### config.mk
export PLATFORM = sky130hd
export DESIGN_NAME = uart_fifo_handshake
export DESIGN_NICKNAME = d
export VERILOG_FILES = /design/src/rtl/uart_hs_pkg.sv /design/src/rtl/uart_hs_rx_ready.sv /design/src/rtl/uart_hs_tx_ready.sv /design/src/rtl/uart_hs_irq_gen.sv /design/src/rtl/uart_fifo_handshake.sv
export SDC_FILE = /design/constraint.sdc
export NUM_CORES = 1
export LEC_CHECK = 0
export ABC_CLOCK_PERIOD_IN_PS = 1300
export BUFFER_PORTS_ARGS = -buffer_cell sky130_fd_sc_hd__buf_2
export CAP_MARGIN = 0
export CORE_AREA = 2 2 39 41
export DETAILED_ROUTE_END_ITERATION = 8
export DIE_AREA = 0 0 41 43
export MAX_ROUTING_LAYER = met4
export PLACE_DENSITY = 0.74
export SYNTH_ARGS = -nofsm -noshare
export SYNTH_HDL_FRONTEND = slang
export SYNTH_SLANG_ARGS = --single-unit
### constraint.sdc
create_clock -name clk -period 1.3 [get_ports clk]
set_input_delay 0.065 -clock clk [delete_from_list [all_inputs] [get_ports clk]]
set_output_delay 0.065 -clock clk [all_outputs]
set_load 0.02 [all_outputs]
### src/rtl/uart_hs_pkg.sv
// Shared types for the UART handshake block.
// Assumes the two control bits come straight from the FIFO control register.
package uart_hs_pkg;

    // Operating mode as seen by the pin logic
    typedef enum logic [1:0] {
        MODE_CHAR  = 2'd0,
        MODE_FIFO  = 2'd1,
        MODE_BLOCK = 2'd2
    } hs_mode_e;

    // Block mode only counts when the FIFOs are enabled
    function automatic hs_mode_e decode_mode(input logic fifo_on, input logic blk_on);
        if (!fifo_on)     return MODE_CHAR;
        else if (blk_on)  return MODE_BLOCK;
        else              return MODE_FIFO;
    endfunction

endpackage

### src/rtl/uart_hs_rx_ready.sv
// Receive-ready pin generator.
// In character and FIFO modes the pin mirrors the empty flag.
// In block mode a set/clear latch drives the pin. Set wins over clear, and
// a control-bit change or any non-block mode forces the latch clear.
// Assumes rx_count and rx_trig share the same width and are unsigned.
module uart_hs_rx_ready
    import uart_hs_pkg::*;
#(
    parameter int CW = 6
) (
    input  logic          clk,
    input  logic          rst_n,
    input  hs_mode_e      mode,
    input  logic          mode_chg,
    input  logic [CW-1:0] rx_count,
    input  logic [CW-1:0] rx_trig,
    input  logic          rx_empty,
    input  logic          rx_timeout,
    output logic          rx_rdy_n
);

    logic burst_q;
    logic burst_d;
    logic set_cond;
    logic pin_d;

    // Set condition: trigger level reached or timeout seen
    always_comb begin
        set_cond = rx_timeout || (rx_count >= rx_trig);
    end

    // Next latch state with set-over-clear priority
    always_comb begin
        burst_d = burst_q;
        if (mode != MODE_BLOCK || mode_chg) begin
            burst_d = 1'b0;
        end else if (set_cond) begin
            burst_d = 1'b1;
        end else if (rx_empty) begin
            burst_d = 1'b0;
        end
    end

    // Pin value chosen by mode
    always_comb begin
        case (mode)
            MODE_BLOCK: pin_d = ~burst_d;
            default:    pin_d = rx_empty;
        endcase
    end

    // Register latch and pin
    always_ff @(posedge clk) begin
        if (!rst_n) begin
            burst_q  <= 1'b0;
            rx_rdy_n <= 1'b1;
        end else begin
            burst_q  <= burst_d;
            rx_rdy_n <= pin_d;
        end
    end

endmodule

### src/rtl/uart_hs_tx_ready.sv
// Transmit-ready pin generator.
// In character and FIFO modes the pin is low only when everything is drained.
// In block mode the pin is low while any slot is free.
// Assumes tx_full and tx_empty are never both set.
module uart_hs_tx_ready
    import uart_hs_pkg::*;
(
    input  logic     clk,
    input  logic     rst_n,
    input  hs_mode_e mode,
    input  logic     tx_empty,
    input  logic     tx_full,
    output logic     tx_rdy_n
);

    logic pin_d;

    // Pin value chosen by mode
    always_comb begin
        case (mode)
            MODE_BLOCK: pin_d = tx_full;
            default:    pin_d = ~tx_empty;
        endcase
    end

    // Register the pin
    always_ff @(posedge clk) begin
        if (!rst_n) tx_rdy_n <= 1'b1;
        else        tx_rdy_n <= pin_d;
    end

endmodule

### src/rtl/uart_hs_irq_gen.sv
// Interrupt level generator.
// Combines a receive request and a transmit request into one registered level.
// With FIFOs on, the trigger levels set both requests. With FIFOs off, the
// holding-register flags set them.
module uart_hs_irq_gen #(
    parameter int CW = 6
) (
    input  logic          clk,
    input  logic          rst_n,
    input  logic          fifo_on,
    input  logic [CW-1:0] rx_count,
    input  logic [CW-1:0] rx_trig,
    input  logic          rx_empty,
    input  logic [CW-1:0] tx_count,
    input  logic [CW-1:0] tx_trig,
    input  logic          tx_empty,
    output logic          irq
);

    logic rx_req;
    logic tx_req;

    // Receive request: at or above trigger, or a held byte
    always_comb begin
        if (fifo_on) rx_req = (rx_count >= rx_trig);
        else         rx_req = ~rx_empty;
    end

    // Transmit request: below trigger or drained
    always_comb begin
        if (fifo_on) tx_req = tx_empty || (tx_count < tx_trig);
        else         tx_req = tx_empty;
    end

    // Register the combined level
    always_ff @(posedge clk) begin
        if (!rst_n) irq <= 1'b0;
        else        irq <= rx_req | tx_req;
    end

endmodule

### src/rtl/uart_fifo_handshake.sv
// Top level: mode decode, control-change detection and the three output
// generators for one UART channel.
// Assumes counts run 0..DEPTH and that the empty flags stand for the holding
// registers when the FIFOs are disabled. All outputs are registered.
module uart_fifo_handshake
    import uart_hs_pkg::*;
#(
    parameter  int DEPTH = 32,
    localparam int CW    = $clog2(DEPTH + 1)
) (
    input  logic          clk,
    input  logic          rst_n,
    input  logic          fifo_en,
    input  logic          blk_mode,
    input  logic [CW-1:0] rx_count,
    input  logic [CW-1:0] rx_trig,
    input  logic          rx_empty,
    input  logic          rx_timeout,
    input  logic [CW-1:0] tx_count,
    input  logic [CW-1:0] tx_trig,
    input  logic          tx_empty,
    input  logic          tx_full,
    output logic          rx_rdy_n,
    output logic          tx_rdy_n,
    output logic          irq
);

    hs_mode_e   mode;
    logic [1:0] ctl_q;
    logic       mode_chg;

    // Decode the active mode
    always_comb begin
        mode = decode_mode(fifo_en, blk_mode);
    end

    // Remember last control bits
    always_ff @(posedge clk) begin
        if (!rst_n) ctl_q <= 2'b00;
        else        ctl_q <= {fifo_en, blk_mode};
    end

    // Flag any control-bit change
    always_comb begin
        mode_chg = (ctl_q != {fifo_en, blk_mode});
    end

    uart_hs_rx_ready #(.CW(CW)) u_rx (
        .clk        (clk),
        .rst_n      (rst_n),
        .mode       (mode),
        .mode_chg   (mode_chg),
        .rx_count   (rx_count),
        .rx_trig    (rx_trig),
        .rx_empty   (rx_empty),
        .rx_timeout (rx_timeout),
        .rx_rdy_n   (rx_rdy_n)
    );

    uart_hs_tx_ready u_tx (
        .clk      (clk),
        .rst_n    (rst_n),
        .mode     (mode),
        .tx_empty (tx_empty),
        .tx_full  (tx_full),
        .tx_rdy_n (tx_rdy_n)
    );

    uart_hs_irq_gen #(.CW(CW)) u_irq (
        .clk      (clk),
        .rst_n    (rst_n),
        .fifo_on  (fifo_en),
        .rx_count (rx_count),
        .rx_trig  (rx_trig),
        .rx_empty (rx_empty),
        .tx_count (tx_count),
        .tx_trig  (tx_trig),
        .tx_empty (tx_empty),
        .irq      (irq)
    );

endmodule

After elaboration in Yosys (flattened, before gate mapping)
Cells that the tools add are included.
{ "op_classes": {"n_mux": 9, "reduce_logical": 3, "n_bitwise": 4, "magnitude_cmp": 2, "eq_ne": 3} }
{ "op_table": {"columns": ["cell", "count"], "rows": [
  ["1-bit 2-to-1 mux", 7],
  ["6-bit greater-or-equal comparator", 1],
  ["6-bit less-than comparator", 1],
  ["2-bit 2-to-1 mux", 2],
  ["1-bit logical OR", 3],
  ["1-bit NOT", 3],
  ["2-bit equality test, second input constant", 1],
  ["2-bit != test", 1],
  ["2-bit != test, second input constant", 1],
  ["1-bit bitwise OR", 1]
]} }
{ "totals": {"register_bits": 6, "word_cells": 26, "input_bits": 32} }

Longest topological paths before layout
{ "logic_depth": {"depth_word": 7, "ltp_mapped": 6, "ltp_nobuf": 6} }

By module
From an unflattened synthesis, not the netlist that was laid out.
{ "unflattened": {"hier_cells": 87, "hier_area_um2": 701.9} }
{ "modules_own_cells": {"columns": ["module", "cells_per_inst", "seq_area_each_um2", "area_per_inst_um2", "instances"], "rows": [
  ["uart_hs_irq_gen", 45, 20.0, 330.3, 1],
  ["uart_hs_rx_ready", 29, 40.0, 234.0, 1],
  ["uart_fifo_handshake", 9, 40.0, 91.3, 1],
  ["uart_hs_tx_ready", 4, 20.0, 46.3, 1]
]} }

Worst setup path before layout
Ideal clock, no wire load.
{ "synth_timing": {"path_type": "in2reg", "start": "in rx_count[0]", "end": "reg u_irq.irq", "t_arrival_ns": 0.924, "path_stages": 6, "path_buffers": 0, "slack_ns": 0.242, "required_time_ns": 1.167, "setup_time_ns": 0.133, "path_cell_list": "inv_1 > ha_1 > nand2b_4 > a21oi_2 > o221a_1 > a41oi_2"} }
{ "synth_between": {"elab_chain_cells": 3} }
{ "synth_lines": {"columns": ["item", "line", "source"], "rows": [
  ["start: declaration", "uart_fifo_handshake.sv:15", "input logic [CW-1:0] rx_count,"],
  ["6-bit greater-or-equal comparator", "uart_hs_irq_gen.sv:25", "if (fifo_on) rx_req = (rx_count >= rx_trig);"],
  ["1-bit 2-to-1 mux", "uart_hs_irq_gen.sv:25", null],
  ["1-bit bitwise OR", "uart_hs_irq_gen.sv:38", "else irq <= rx_req | tx_req;"],
  ["end signal: assignment", "uart_hs_irq_gen.sv:38", null],
  ["end: declaration", "uart_hs_irq_gen.sv:17", "output logic irq"]
]} }
Every way passes these cells.
A chain may end at the register's enable or synchronous reset.

Final worst setup path
{ "layout_timing": {"start": "in rx_count[5]", "end": "reg u_rx.rx_rdy_n"} }
{ "layout_between": {"elab_chain_cells": 6} }
{ "layout_lines": {"columns": ["item", "line", "source"], "rows": [
  ["6-bit greater-or-equal comparator", "uart_hs_rx_ready.sv:29", "set_cond = rx_timeout || (rx_count >= rx_trig);"],
  ["1-bit logical OR", "uart_hs_rx_ready.sv:29", null],
  ["1-bit 2-to-1 mux", "uart_hs_rx_ready.sv:37", "end else if (set_cond) begin"],
  ["1-bit 2-to-1 mux", "uart_hs_rx_ready.sv:35", "if (mode != MODE_BLOCK || mode_chg) begin"],
  ["1-bit NOT", "uart_hs_rx_ready.sv:47", "MODE_BLOCK: pin_d = ~burst_d;"],
  ["1-bit 2-to-1 mux", "uart_hs_rx_ready.sv:46", "case (mode)"],
  ["end signal: assignment", "uart_hs_rx_ready.sv:59", "rx_rdy_n <= pin_d;"],
  ["end: declaration", "uart_hs_rx_ready.sv:19", "output logic rx_rdy_n"]
]} }
Every way passes these cells.

==> PnR_summary.wiki <==
{| class="wikitable"
! Metric !! Value
|-
| Status || finished, final reports clean
|-
| Worst Path Arrival || 1.14 ns
|-
| Effective utilization at floorplan || 36.3%
|-
| Floorplan core area || 1380 um2
|-
| Clock Latency Late Sink || 0.24 ns
|-
| Syn Inst Count || 60
|-
| Average cell area after synthesis || 8.38 um2
|-
| Critical-path maximum fanout || 3
|-
| Final Slew Violations || 0
|-
| First-pass GRT wire length || 1730 um
|-
| Worst-Margin Slew || 0.266 ns
|-
| Cell class contributing the biggest share of worst-path delay || compound AO/OA/AOI/OAI gates
|-
| Final-layout setup total negative slack || 0 ns
|-
| Growth of design area from synthesis to finish || 42.3%
|-
| Worst-path cell chain || buf_2 -> ha_1 -> a21oi_1 -> o2111a_1 -> o21ai_1 -> a32oi_1
|-
| Final Routed Wirelength || 1050 um
|-
| Most used cells in the layout excluding fill and tap cells || 34 x buf_2, 14 x inv_1, 11 x ha_1
|-
| Die ar. || 1760 um2
|-
| Number of hold buffers added after cts || 0
|-
| Delay of the slowest critical-path stage || 0.31 ns
|-
| Summed area of non-filler cells in the final layout || 716 um2
|-
| Overall power || 535 uW
|-
| Worst hold path class || primary input to register
|-
| Depth of the CTS H-tree || 1
|-
| Post_cts resized || 0
|-
| Power density of the placed cells || 747 nW/um2
|-
| Die boundary height || 43 um
|-
| Headroom to the max-slew limit || 82.1%
|-
| Post-route fraction of the period consumed by the critical path || 75.0%
|-
| Highest attainable clock frequency || 1030 MHz
|-
| Number of global-route vias before repair || 474
|-
| Worst IR Drop VDD || 0.000388 V
|-
| Pin count of the biggest net entering global routing || 7
|-
| Number of vias after detailed routing || 532
|-
| Final Core Density || 51.7%
|-
| Combined buffer and inverter count along the critical path || 1
|-
| Total setup violations reported at the end of the flow || 0
|-
| All-Layer GR Usage || 15.1%
|-
| Total of flip-flops plus latches after synthesis || 6
|-
| Max-Cap Viols || 0
|-
| # DRC || 0
|-
| Post-route clock skew || 0.000799 ns
|-
| Antenna fix cells || 0
|-
| Number of top-level pins || 35
|-
| Setup repair after global routing missed its margin || false
|-
| Violation count after the first detailed-route iteration || 8
|-
| Count of cell instances traversed by the critical path || 6
|-
| Nets || 142
|-
| Path type of the worst setup path || primary input to register
|-
| Number of standard-cell rows in the floorplan || 14
|-
| Shortest period the worst path allows || 0.975 ns
|-
| Post-CTS Setup Inserts || 0
|-
| Clock root buffer || clkbuf_4
|-
| Routability congestion estimate from global placement || 0.815
|-
| Post-route ant nets || 0
|-
| Overall die width || 41 um
|-
| Yosys warning total || 0
|-
| Drt pass-1 iters || 4
|-
| Worst reg2reg path depth || 4
|-
| Library cell contributing the largest single delay on the critical path || ha_1
|-
| Nature of the critical path endpoint || register
|-
| Antenna violations before repair || 0
|-
| Half-perimeter wire length of the detailed placement result || 905 um
|-
| Per-cell via count in the routed design || 4.71
|-
| Critical path launch point type || primary input
|-
| Ratio of cells with drive above 1 in the final layout || 41.2%
|-
| TritonCTS Sinks || 6
|-
| Required @ worst endpoint || 1.46 ns
|-
| Wirelength per Cell || 9.27 um
|-
| Buffer levels on the longest clock path || 2
|-
| Number of buffers inserted by port buffering || 34
|-
| TritonCTS clock tree || yes
|-
| Static leakage power || 0.411 nW
|-
| Count of unique library cells instantiated by Yosys || 19
|-
| Placement Cell Area || 693 um2
|-
| Hold Path Depth || 2
|-
| Clock buffers created by TritonCTS || 3
|-
| Post-Synthesis Net Count || 103
|-
| Area of the mapped netlist || 503 um2
|-
| Hold violation total from the final report || 0
|-
| Global-route congestion overflow total || 0
|-
| Sequential-to-total area share from yosys stat || 23.9%
|-
| Clock-pin transition on the worst setup and hold timing paths || 0.05 ns
|-
| Most common library cell in the layout ignoring fill and taps || buf_2
|}
## registers in the layout (all words and copies together) (netlist names)
name,count
u_irq.irq,1
u_rx.rx_rdy_n,1
u_tx.tx_rdy_n,1
ctl_q,2
u_rx.burst_q,1
## synth_stat cells, drive strengths merged
| cell type | instances | area share (%) |
|---|---|---|
| a21oi | 6 | 6.7 |
| a32oi | 1 | 1.7 |
| a41oi | 1 | 3.2 |
| and2 | 3 | 3.7 |
| dfxtp | 6 | 24 |
| ha | 11 | 27 |
| inv | 14 | 10 |
| nand2 | 5 | 3.7 |
| nand2b | 3 | 5.2 |
| nand3 | 1 | 0.99 |
| nand4 | 2 | 2.5 |
| nor2 | 1 | 0.75 |
| o2111a | 1 | 2.2 |
| o21ai | 2 | 2.0 |
| o221a | 1 | 2.2 |
| o221ai | 1 | 1.7 |
| o31ai | 1 | 1.5 |
## area by class of cell
type	instances	area, um2
fill	142	668
multi-input combinational	40	330
timing repair buffer	34	170
sequential	6	120
inverter	14	52.6
clock buffer	3	22.5
tap	16	20.0
## per-stage QoR
| step | worst slack [ns] | hold slack, ns | std cells |
|---|---|---|---|
| floorplan | 0.242 | 0.127 | 60 |
| finish | 0.325 | 0.0323 | 113 |
| global placement | 0.0986 | 0.279 | 110 |
| detailed placement | 0.0845 | 0.283 | 110 |
| CTS | 0.343 | 0.0198 | 113 |
| global route | 0.228 | 0.0497 | 113 |
## routing by layer
layer / share of wire, % / GRT usage (%)
met4: 1.3 / 10.0
met2: 51 / 22.2
met1: 37 / 16.7
met3: 9.9 / 4.71
met5: 0 / -
## cells by family after synthesis
group,after synthesis,synth area share [%]
flops,6,23.9
simple gates,15,16.9
buf+inv,14,10.4
fa+ha+maj,11,27.4
compound gates,14,21.4
## final timing paths
path                           start                  endpoint  slack, ns
min reg2reg      ctl_q[0]$_SDFF_PN0_   u_rx.burst_q$_SDFF_PN0_       0.58
max reg2reg  u_rx.burst_q$_SDFF_PN0_  u_rx.rx_rdy_n$_SDFF_PN1_       0.41
min                            rst_n  u_tx.tx_rdy_n$_SDFF_PN1_       0.03
max                      rx_count[5]  u_rx.rx_rdy_n$_SDFF_PN1_       0.33
## power breakdown
part / switching (mW) / leakage, nW / internal [mW]
Combinational: 0.0786 / 0.347 / 0.0862
Sequential: 0.00207 / 0.0498 / 0.194
Clock: 0.0690 / 0.0138 / 0.105
Total: 0.150 / 0.411 / 0.385
Power figures use the tool's default switching activity.
